<file path="config.mk">
export PLATFORM = sky130hd
export DESIGN_NAME = noise_channel
export DESIGN_NICKNAME = d
export VERILOG_FILES = /design/src/rtl/noise_pkg.sv /design/src/rtl/noise_restart.sv /design/src/rtl/noise_rate_gen.sv /design/src/rtl/noise_lfsr.sv /design/src/rtl/noise_channel.sv
export SDC_FILE = /design/constraint.sdc
export NUM_CORES = 1
export LEC_CHECK = 0
export CAP_MARGIN = 0
export CORE_MARGIN = 8
export CORE_UTILIZATION = 30
export DETAILED_ROUTE_END_ITERATION = 12
export PLACE_DENSITY = 0.48
export RECOVER_POWER = 50
export SYNTH_ARGS = -nofsm -noshare
export SYNTH_HDL_FRONTEND = slang
export SYNTH_SLANG_ARGS = --single-unit
</file>
<file path="constraint.sdc">
create_clock -name clk -period 4.7 [get_ports clk]
set_input_delay 0.705 -clock clk [delete_from_list [all_inputs] [get_ports clk]]
set_output_delay 0.705 -clock clk [all_outputs]
set_load 0.005 [all_outputs]
</file>
<file path="src/rtl/noise_pkg.sv">
package noise_pkg;
  typedef enum logic [1:0] {
    RATE_X1   = 2'b00,
    RATE_X2   = 2'b01,
    RATE_X4   = 2'b10,
    RATE_TONE = 2'b11
  } rate_e;

  typedef struct packed {
    logic  white;
    rate_e rate;
  } noise_ctrl_t;
endpackage

</file>
<file path="src/rtl/noise_restart.sv">
module noise_restart (
  input  logic clk,
  input  logic rst,
  input  logic wr_i,
  output logic restart_o
);
  logic wr_q;

  always_ff @(posedge clk) begin
    if (rst) wr_q <= 1'b0;
    else     wr_q <= wr_i;
  end

  // a restart is issued on release of the strobe
  assign restart_o = wr_q & ~wr_i;

  // restart only while the strobe is low
  a_r8_on_release: assert property (@(posedge clk) disable iff (rst)
    restart_o |-> !wr_i);
  // restart lasts one cycle
  a_r8_single: assert property (@(posedge clk) disable iff (rst)
    restart_o |=> !restart_o);
endmodule

</file>
<file path="src/rtl/noise_rate_gen.sv">
module noise_rate_gen
  import noise_pkg::*;
#(
  parameter int BASE_TICKS = 32
) (
  input  logic  clk,
  input  logic  rst,
  input  logic  tick_i,
  input  logic  tone_i,
  input  rate_e rate_i,
  input  logic  clear_i,
  output logic  step_o
);
  localparam int CW = $clog2(BASE_TICKS * 4);
  localparam logic [CW:0] LIM_X1 = (CW+1)'(BASE_TICKS);
  localparam logic [CW:0] LIM_X2 = (CW+1)'(BASE_TICKS * 2);
  localparam logic [CW:0] LIM_X4 = (CW+1)'(BASE_TICKS * 4);
  localparam logic [CW:0] ONE    = (CW+1)'(1);

  logic [CW-1:0] cnt;
  logic [CW:0]   lim;
  logic          tone_q;
  logic          div_hit;
  logic          tone_rise;

  always_comb begin
    case (rate_i)
      RATE_X1: lim = LIM_X1;
      RATE_X2: lim = LIM_X2;
      default: lim = LIM_X4;
    endcase
  end

  assign div_hit   = tick_i && ({1'b0, cnt} >= (lim - ONE));
  assign tone_rise = tone_i & ~tone_q;
  assign step_o    = (rate_i == RATE_TONE) ? tone_rise : div_hit;

  always_ff @(posedge clk) begin
    if (rst) tone_q <= 1'b0;
    else     tone_q <= tone_i;
  end

  always_ff @(posedge clk) begin
    if (rst || clear_i || rate_i == RATE_TONE) cnt <= '0;
    else if (tick_i) begin
      if (div_hit) cnt <= '0;
      else         cnt <= cnt + 1'b1;
    end
  end

  // no divider step without a prescaler tick
  a_r2_tick_gate: assert property (@(posedge clk) disable iff (rst)
    (rate_i != RATE_TONE && !tick_i) |-> !step_o);
  // tone-driven step only while the tone is high
  a_r5_tone_high: assert property (@(posedge clk) disable iff (rst)
    (rate_i == RATE_TONE && step_o) |-> tone_i);
  // no two tone steps back to back
  a_r5_no_repeat: assert property (@(posedge clk) disable iff (rst)
    (rate_i == RATE_TONE && step_o) |=> (rate_i != RATE_TONE || !step_o));
endmodule

</file>
<file path="src/rtl/noise_lfsr.sv">
module noise_lfsr #(
  parameter int             W    = 15,
  parameter logic [W-1:0]   SEED = 15'h4000
) (
  input  logic clk,
  input  logic rst,
  input  logic restart_i,
  input  logic step_i,
  input  logic white_i,
  output logic bit_o
);
  logic [W-1:0] state;
  logic         fb;

  assign fb    = white_i ? (state[0] ^ state[1]) : state[0];
  assign bit_o = state[0];

  always_ff @(posedge clk) begin
    if (rst || restart_i) state <= SEED;
    else if (step_i)      state <= {fb, state[W-1:1]};
  end

  // restart loads the seed
  a_r8_seed: assert property (@(posedge clk) disable iff (rst)
    restart_i |=> (state == SEED));
  // register holds between steps
  a_r6_hold: assert property (@(posedge clk) disable iff (rst)
    (!restart_i && !step_i) |=> $stable(state));
  // never falls into the all-zero lock-up state
  a_r6_live: assert property (@(posedge clk) disable iff (rst)
    state != '0);
endmodule

</file>
<file path="src/rtl/noise_channel.sv">
module noise_channel
  import noise_pkg::*;
#(
  parameter int                 LFSR_W     = 15,
  parameter logic [LFSR_W-1:0]  SEED       = 15'h4000,
  parameter int                 BASE_TICKS = 32
) (
  input  logic       clk,
  input  logic       rst,
  input  logic       prescale_tick,
  input  logic       tone2_in,
  input  logic [2:0] noise_ctrl,
  input  logic       ctrl_wr,
  output logic       noise_out
);
  noise_ctrl_t ctrl;
  logic        restart;
  logic        step;

  assign ctrl = noise_ctrl_t'(noise_ctrl);

  noise_restart u_restart (
    .clk       (clk),
    .rst       (rst),
    .wr_i      (ctrl_wr),
    .restart_o (restart)
  );

  noise_rate_gen #(.BASE_TICKS(BASE_TICKS)) u_rate (
    .clk     (clk),
    .rst     (rst),
    .tick_i  (prescale_tick),
    .tone_i  (tone2_in),
    .rate_i  (ctrl.rate),
    .clear_i (restart),
    .step_o  (step)
  );

  noise_lfsr #(.W(LFSR_W), .SEED(SEED)) u_lfsr (
    .clk       (clk),
    .rst       (rst),
    .restart_i (restart),
    .step_i    (step),
    .white_i   (ctrl.white),
    .bit_o     (noise_out)
  );
endmodule

</file>
==> results.txt, run 1 <==
The worst-margin pin slew is between 0.8 and 0.9 ns. The growth of design area from synthesis to finish is 10.4%. The maximum clock skew at final layout is 0.00622 ns. The tree is rooted in a sky130_fd_sc_hd__clkbuf_4. The cell that appears most often on the critical path is sky130_fd_sc_hd__ha_1. The first global-routing pass estimated 2.88 mm of wire. The worst path required time came out at 4.90 ns. The via count came out at around 680.

The clock latency at the later pin of the worst-skew pair came out at around 0.30 ns. The area share of fa/ha/maj cells after synthesis came out at around 4.8%. The number of antenna violations at the first check in global routing is 0. The wire length on met3 came out at 93 um. The flow ran to the end, and the final reports show no timing, DRC or antenna violations.

The number of primary I/O pins is 9. For this run, asynchronously set or reset flops after synthesis account for 0%. The share of total power dissipated in combinational logic is under 10%.

The internal power component came out at 249 uW. The count of antenna diodes in the layout came out at 0. After synthesis the netlist holds a flip-flop and latch count of 24. Net switching is between 20% and 30% of the power. After synthesis the cells add up to 0.00104 mm2. The per-cell routed wire length came out at approximately 10 um. The part of the total power dissipated in sequential elements is about two thirds. Traced cell by cell, the critical path runs through dlygate4sd3_1 -> or2_2 -> ha_1 -> ha_1 -> a21oi_1 -> o21a_1 -> o32a_1 -> mux2_2.

Timing would allow up to about 0.3 GHz. The number of nets handed over by synthesis was 116. The overall die area is between 0.005 and 0.006 mm2. The number of instances in the placed design came out at around 150. The worst hold-check path type is register to register.

The cell count of the worst hold path came out at 2. The first routing iteration left 17 violations. In the final layout, the share of cells above drive strength 1 is roughly 6.3%. During synthesis, Yosys emitted a total of 0 warnings. Counting distinct cell types in the post-synthesis netlist gives 25. After synthesis, the cell types taking the most area are sky130_fd_sc_hd__dfxtp_1 (46%), sky130_fd_sc_hd__mux2i_1 (14%), sky130_fd_sc_hd__nand2_1 (7.6%), sky130_fd_sc_hd__ha_1 (4.8%), sky130_fd_sc_hd__xor2_1 (4.2%). Data arrives at the worst endpoint at between 3 and 4 ns.

Of the total synthesized cell area, the portion taken by XOR and XNOR cells is 6.75%. In this design, the stage delay of the slowest critical-path cell is 0.71 ns. CTS built an H-tree with a depth of 1. The clock transition at the registers of the reported paths came out at around 0.11 ns. In this run the critical register-to-register path is launched from u_rate.cnt[6]$_SDFFE_PP0P_.

The aggregate routed wire length is 1.62 mm. The number of core rows came out at 21. Across all hold checks on the routed design, the worst slack comes to roughly 0.46 ns. Once detail routing completed, the nets flagged for antenna violations numbered 0. The clock period minus final worst setup slack is between 3 and 4 ns. The number of sinks on the clock net is 24.

The setup check on the worst reg-to-reg path leaves a slack of around 2.5 ns. Excluding fillers, the count of instances in the completed layout stands at 157. For this design the static power due to leakage is slightly above 0.0005 uW. The clock power share came out at between 20% and 30%.

The die height is about 75 um. The congestion estimate from routability-driven global placement came to roughly 0.73. The quantity of hold-fixing buffers added after cts came out at 0. The depth of the worst register-to-register path is 5. The detailed route wirelength on metal2 came out at about 760 um. The number of buffers and inverters on the critical path is 1.

The core box area is 0.00334 mm2. The worst setup path is of the input port to register kind. The highest metal layer with signal wires is met4. After synthesis, the largest family of logic cells by area is simple AND/OR/NAND/NOR gates. After the last flow step, the layout net total stands at between 100 and 150. The total clock buffers created by CTS came out at 3. In the synthesized netlist the dominant register cell turns out to be sky130_fd_sc_hd__dfxtp_1. The sum of negative setup slack is 0 ns. The share of the yosys chip area belonging to registers is between 40% and 50%. Among all stages on the critical path, the largest delay is contributed by sky130_fd_sc_hd__o32a_1. The biggest area contributor in the post-synthesis netlist is sky130_fd_sc_hd__dfxtp_1. The number of global-route vias before repair came out at roughly 670. In the synthesized netlist, the cells that appear most often are sky130_fd_sc_hd__dfxtp_1 (24), sky130_fd_sc_hd__nand2_1 (21), sky130_fd_sc_hd__mux2i_1 (15). The maximum count of clock buffers along a single path is 2. The total of endpoints with negative setup slack in the final report is 0. The total global routing overflow is 0. After layout, the worst path uses 72.4% of the clock period. After detailed routing, the wire length on met1 is 749 um. The buffer count from post-CTS setup fixing came out at 0. The startpoint identified for the worst hold timing path is u_lfsr.state[14]$_SDFFE_PP1P_. The filler cells instantiated in the layout total 362. The simple logic cell fraction of the synthesized area came out at between 15 and 20%. The number of gates resized after CTS came out at 0.

The number of remaining DRC errors is 0. The most used standard cell by instance count after synthesis is sky130_fd_sc_hd__dfxtp_1. The post-route total power is ~320 uW. The max-cap check violation count came out at 0. The synthesized instance count is 104.

Summing all placed instances gives a cell area of around 0.0011 mm2. The CTS tree is built. The switching power is 70.9 uW. Once the floorplan was initialized, standard cells occupied 31.1% of the core. The kind of start point of the critical path is an input port. Headroom to the max-slew limit came out at 42.1%. Once layout is done, the placed cells without fillers occupy ~0.0011 mm2.

The all-layer global routing usage is roughly 7%. A synthesized cell averages 9.99 um2. The worst voltage drop across the vdd grid came out at 175 uV. The endpoint identified for the worst register-to-register timing path is u_lfsr.state[14]$_SDFFE_PP1P_. The top fanout value on the critical path is 15. Power spread over the standard cell area amounts to 279 mW/mm2. The destination of the worst hold path is u_lfsr.state[13]$_SDFFE_PP0P_. The share of the synthesized area in the top cell type is 46.3%. The per-cell via count in the routed design came out at ~4.3.

Setup repair after global routing left no endpoint under its margin. The first TritonRoute pass finished after 3 iterations. The number of enable flip-flop cells after synthesis came out at 0. After synthesis, the share of cell area in mux cells is ~16%.

The quantity of I/O buffers inserted on ports came out at 8. The max-slew violation total from the final report is 0. In this design, the largest share of critical-path delay is due to compound AO/OA/AOI/OAI gates. The final HPWL from detailed placement came out at 1.21 mm. The category of the worst setup path capture point is a register. In this run the horizontal extent of the chip is 74.8 um.

The number of hold violations in the final report came out at 0. The maximum number of pins on one net before global-route repair is 19. The area fraction in compound gates after synthesis is 3.86%.
## placed cells by master (no fill, tap or decap)
master | synthesis | routed
sky130_fd_sc_hd__a21oi_1 | 1 | 1
sky130_fd_sc_hd__a21oi_2 | 1 | 1
sky130_fd_sc_hd__and3_1 | 1 | 1
sky130_fd_sc_hd__clkbuf_4 | 0 | 3
sky130_fd_sc_hd__clkdlybuf4s50_1 | 0 | 5
sky130_fd_sc_hd__dfxtp_1 | 24 | 24
sky130_fd_sc_hd__dlygate4sd3_1 | 0 | 3
sky130_fd_sc_hd__ha_1 | 4 | 4
sky130_fd_sc_hd__inv_1 | 3 | 3
sky130_fd_sc_hd__mux2_2 | 1 | 1
sky130_fd_sc_hd__mux2i_1 | 15 | 15
sky130_fd_sc_hd__nand2_1 | 21 | 21
sky130_fd_sc_hd__nand2_2 | 1 | 1
sky130_fd_sc_hd__nand2b_1 | 2 | 2
sky130_fd_sc_hd__nand3_1 | 1 | 1
sky130_fd_sc_hd__nand4_1 | 3 | 3
sky130_fd_sc_hd__nor2_1 | 9 | 9
sky130_fd_sc_hd__nor2b_1 | 1 | 1
sky130_fd_sc_hd__o211ai_1 | 1 | 1
sky130_fd_sc_hd__o21a_1 | 1 | 1
sky130_fd_sc_hd__o32a_1 | 0 | 1
sky130_fd_sc_hd__or2_2 | 1 | 1
sky130_fd_sc_hd__xnor2_1 | 3 | 3
sky130_fd_sc_hd__xor2_1 | 5 | 5
## sequential cells by signal, indices dropped and copies added, names as in the netlist
register        count
u_lfsr.state       15
u_rate.cnt          7
u_rate.tone_q       1
u_restart.wr_q      1
## cell families after synthesis
family | after synthesis
and+or+nand+nor | 40
adders and majority gates | 4
DFF | 24
buffers and inverters | 7
xor gates and xnor gates | 8
AOI/OAI and AO/OA | 5
muxes | 16
## power groups by stage
stage	sequential, uW	clock (uW)	combinational (uW)
CTS	208	92.6	27.6
finish	208	85.5	26.7
global placement	212	0	26.5
detailed placement	212	0	27.6
floorplan	212	0	20.3
global route	208	104	30.4
## routing by layer
layer | vias to the layer above | global-route usage (%)
met2 | 8 | 11.2
met5 | - | 0
met1 | 305 | 7.37
li1 | 360 | -
met3 | 2 | 3.60
met4 | 0 | 2.61
## through the flow
step	worst slack, ns	utilization [%]
after global routing	1.17	34.3
after detailed placement	1.40	33.7
after floorplan	2.17	-
after global placement	1.44	33.7
final	1.30	34.3
after CTS	1.72	34.4
## worst min-delay path, delay by kind of cell (launching register included)
| family | cells | cell delay [ns] |
|---|---|---|
| flops | 1 | 0.32 |
| mux | 1 | 0.05 |
| simple gates | 1 | 0.05 |
## cell type report
type / instances / area, um2 / share of cell area, %
Sequential cell: 24 / 480 / 41.9
Clock buffer: 3 / 22.5 / 1.97
Timing Repair Buffer: 8 / 80.1 / 6.99
Multi-Input combinational cell: 73 / 494 / 43.1
Inverter: 3 / 11.3 / 0.983
Tap cell: 46 / 57.6 / 5.02
## worst max path at each step
| stage | from | to | cells after the start |
|---|---|---|---|
| floorplan | noise_ctrl[0] | u_lfsr.state[14]$_SDFFE_PP1P_ | 8 |
| global placement | noise_ctrl[1] | u_lfsr.state[14]$_SDFFE_PP1P_ | 8 |
| detailed placement | noise_ctrl[1] | u_lfsr.state[14]$_SDFFE_PP1P_ | 8 |
| CTS | noise_ctrl[1] | u_lfsr.state[14]$_SDFFE_PP1P_ | 8 |
| global route | noise_ctrl[1] | u_lfsr.state[14]$_SDFFE_PP1P_ | 8 |
| finish | noise_ctrl[1] | u_lfsr.state[14]$_SDFFE_PP1P_ | 8 |
Note: power is estimated with default switching activity, not from simulation.
==> inputs of run 2 (changes only) <==
==> constraint.sdc (replaced) <==
create_clock -name clk -period 3.25 [get_ports clk]
set_input_delay 0.4875 -clock clk [delete_from_list [all_inputs] [get_ports clk]]
set_output_delay 0.4875 -clock clk [all_outputs]
set_load 0.005 [all_outputs]
==> results.txt, run 2 (synthesis gave the netlist of run 1 again) <==
The run finished with clean final reports. The number of global-route vias before repair came out at 681 (+1.0%). The number of antenna violations at the first check in global routing came out at 0 (unchanged). The wire length on met3 is 84 um (-9.7%).

The via count is 704 (+4.3%). The die height is 74.8 um (unchanged). The share of the clock period used by the worst path after layout is a little under 90%. The number of sinks on the clock net came out at 24 (unchanged).

TritonCTS built the clock tree. The max-slew violation total from the final report came to 0 (unchanged). The remaining number of nets flagged by the antenna check after routing is 0 (unchanged).

The total global routing overflow was 0 (unchanged). The all-layer global routing usage came out at 6.76% (-0.13 points). The starting density of the core came out at 31.1% (unchanged). The overall die area was 0.00560 mm2 (unchanged). The internal power component is 443 uW (+78%). The leakage power is 0.000533 uW (+4.5%). The path class of the tightest hold or removal check is register to register. The total clock buffers created by CTS is 3 (unchanged). The worst path required time is 3.50 ns (-1.40 ns). The max-cap check violation count is 0 (unchanged). The routed length on met1 is 787 um (+5.1%). The number of nets in the final layout was 127 (+1.6%). The placer's final routability congestion estimate is 0.761 (+4.5%). The most common library cell in the layout ignoring fill and taps is sky130_fd_sc_hd__dfxtp_1. The switching power is 110 uW (+55%). The remaining max-slew budget at the tightest pin is 61.2% (+19 points). The maximum number of pins on one net before global-route repair is 19 (unchanged). The detailed route wirelength on metal2 came to 755 um (-0.40%). The post-route cell area came to 0.00119 mm2 (+3.9%). The growth of design area from synthesis to finish is 14.7%. The number of gates resized after CTS came out at 0 (unchanged). The fraction of final layout cells with drive strength greater than 1 came out at 8.77% (+2.5 points). The first-iteration detailed-routing DRC count is 36 (+19). The kind of start point of the critical path is an input port. The critical path is of the input port to register type.

The category of the worst setup path capture point is a register. The deepest level of the CTS H-tree is 1 (unchanged). The net switching fraction of the power was 19.9% (-2.3 points). The maximum clock skew at final layout came out at 0.00572 ns (-0.000498 ns). The maximum clock frequency is roughly 0.35 GHz. The combinational share of power is 7.3% (-1.0 points). The number of remaining DRC errors was 0 (unchanged). The sum of negative setup slack came out at 0 ns (unchanged).

The width of the chip is 74.8 um (unchanged). The top cell types in the final layout, fill and taps aside, are sky130_fd_sc_hd__dfxtp_1 (24), sky130_fd_sc_hd__nand2_1 (21), sky130_fd_sc_hd__mux2i_1 (15). The buffer count from post-CTS setup fixing came to 0 (unchanged). The data arrival at the endpoint of the critical path is 3.09 ns (-0.51 ns). More flip-flops sit in one register than any other, and that register is u_lfsr.state. The top fanout value on the critical path is 9 (-6). The count of antenna diodes in the layout came out at 0 (unchanged).

The worst-margin pin slew is 0.579 ns (-0.289 ns). The final HPWL from detailed placement is 1.23 mm (+1.5%). The utilization after layout came out at 35.7% (+1.3 points). The per-cell routed wire length is 10.3 um (-0.30%).

The number of core rows came out at 21 (unchanged). The wire length of the first global-routing pass came out at 2.91 mm (+1.2%). The maximum count of clock buffers along a single path is 2 (unchanged).

The number of hold violations in the final report came out at 0 (unchanged). The area of placed instances is 0.00114 mm2 (+1.3%). The number of primary I/O pins is 9 (unchanged). The total of endpoints with negative setup slack in the final report came to 0 (unchanged). The clock power share came out at 38.4% (+12 points). The per-cell via count in the routed design was 4.40 (+2.3%). Setup repair after global routing left no endpoint under its margin. The detailed-routing iteration count for the pre-antenna-repair pass came to 4 (+1). The worst voltage drop across the vdd grid is 166 uV (-5.1%).

The clock latency at the later pin of the worst-skew pair came out at 0.31 ns (about the same). The number of flip-flops under the largest register name is 15 (unchanged). The quantity of I/O buffers inserted on ports is 8 (unchanged). In the final layout, the registers with the most flip-flops are u_lfsr.state (15), u_rate.cnt (7).

The areal power density over the cells came to 464 mW/mm2 (+66%). The clock period minus final worst setup slack is between 2 and 3 ns. The aggregate routed wire length came out at 1.64 mm (+1.6%). The clock transition at the registers of the reported paths came out at 0.13 ns (+0.02 ns).

Clock tree synthesis selected as its root buffer the cell sky130_fd_sc_hd__clkbuf_4. Signal routing reaches up to met4. The filler cell count in the final layout came to 377 (+4.1%). The core box area came out at 0.00334 mm2 (unchanged).

The quantity of hold-fixing buffers added after cts came out at 0 (unchanged). The part of the total power dissipated in sequential elements is 54.3% (-11 points).
==> run 2: cell count changes in the layout (fill, tap and decap cells not counted) <==
cell                              change
sky130_fd_sc_hd__buf_4                +2
sky130_fd_sc_hd__bufinv_16            +1
sky130_fd_sc_hd__clkdlybuf4s50_1      +1
sky130_fd_sc_hd__dlygate4sd3_1        -1
==> run 2: area by class of cell <==
class                           count  area, um2  share of cell area (%)
Tap cell                           46       57.6                    4.83
Clock buffer                        3       22.5                    1.89
Multi-Input combinational cell     73        494                    41.5
Inverter                            3       11.3                   0.945
Clock inverter                      1       30.0                    2.52
Timing Repair Buffer               10       95.1                    7.98
Sequential cell                    24        480                    40.3
==> run 2: path summary, 6_finish.rpt <==
| check | start | endpoint | slack [ns] | depth (start not counted) |
|---|---|---|---|---|
| max | noise_ctrl[1] | u_lfsr.state[0]$_SDFFE_PP0P_ | 0.41 | 9 |
| min | u_lfsr.state[9]$_SDFFE_PP0P_ | u_lfsr.state[8]$_SDFFE_PP0P_ | 0.48 | 2 |
| max reg2reg | u_rate.cnt[6]$_SDFFE_PP0P_ | u_lfsr.state[0]$_SDFFE_PP0P_ | 1.30 | 6 |
| min reg2reg | u_lfsr.state[9]$_SDFFE_PP0P_ | u_lfsr.state[8]$_SDFFE_PP0P_ | 0.48 | 2 |
==> run 2: metal layers <==
metal | up-vias | global-route usage, %
met5 | - | 0
met4 | 0 | 3.91
met3 | 2 | 2.53
met2 | 6 | 10.5
met1 | 330 | 7.78
li1 | 366 | -
==> run 2: power groups by stage <==
| stage | sequential (uW) | clock [uW] | combinational [uW] |
|---|---|---|---|
| after floorplan | 306 | 0 | 29.3 |
| after global placement | 307 | 0 | 40.0 |
| after detailed placement | 307 | 0 | 41.1 |
| after CTS | 301 | 222 | 41.5 |
| after global routing | 301 | 236 | 45.9 |
| final | 301 | 212 | 40.4 |
==> run 2: metrics by stage <==
step	hold slack (ns)	setup WS, ns	power (uW)	instances
after CTS	0.475	0.613	564	160
final	0.476	0.411	553	160
after floorplan	0.430	0.936	336	104
after detailed placement	0.458	0.271	348	156
after global routing	0.494	0.248	583	160
after global placement	0.453	0.350	347	156
==> run 2: critical path, cell delays in order <==
cell and delay [ns]:
sky130_fd_sc_hd__clkdlybuf4s50_1 0.46, sky130_fd_sc_hd__or2_2 0.31, sky130_fd_sc_hd__ha_1 0.30, sky130_fd_sc_hd__ha_1 0.29, sky130_fd_sc_hd__a21oi_1 0.15, sky130_fd_sc_hd__o21a_1 0.15
sky130_fd_sc_hd__o32a_1 0.46, sky130_fd_sc_hd__buf_4 0.28, sky130_fd_sc_hd__mux2i_1 0.20
==> inputs of run 3 (changes only) <==
--- a/config.mk
+++ b/config.mk
@@ -11,6 +11,7 @@
 export DETAILED_ROUTE_END_ITERATION = 12
 export PLACE_DENSITY = 0.48
 export RECOVER_POWER = 50
+export SKIP_CTS_REPAIR_TIMING = 1
 export SYNTH_ARGS = -nofsm -noshare
 export SYNTH_HDL_FRONTEND = slang
 export SYNTH_SLANG_ARGS = --single-unit
==> results of run 3 <==
Final layout, timing and power as in run 2 (identical DEF).
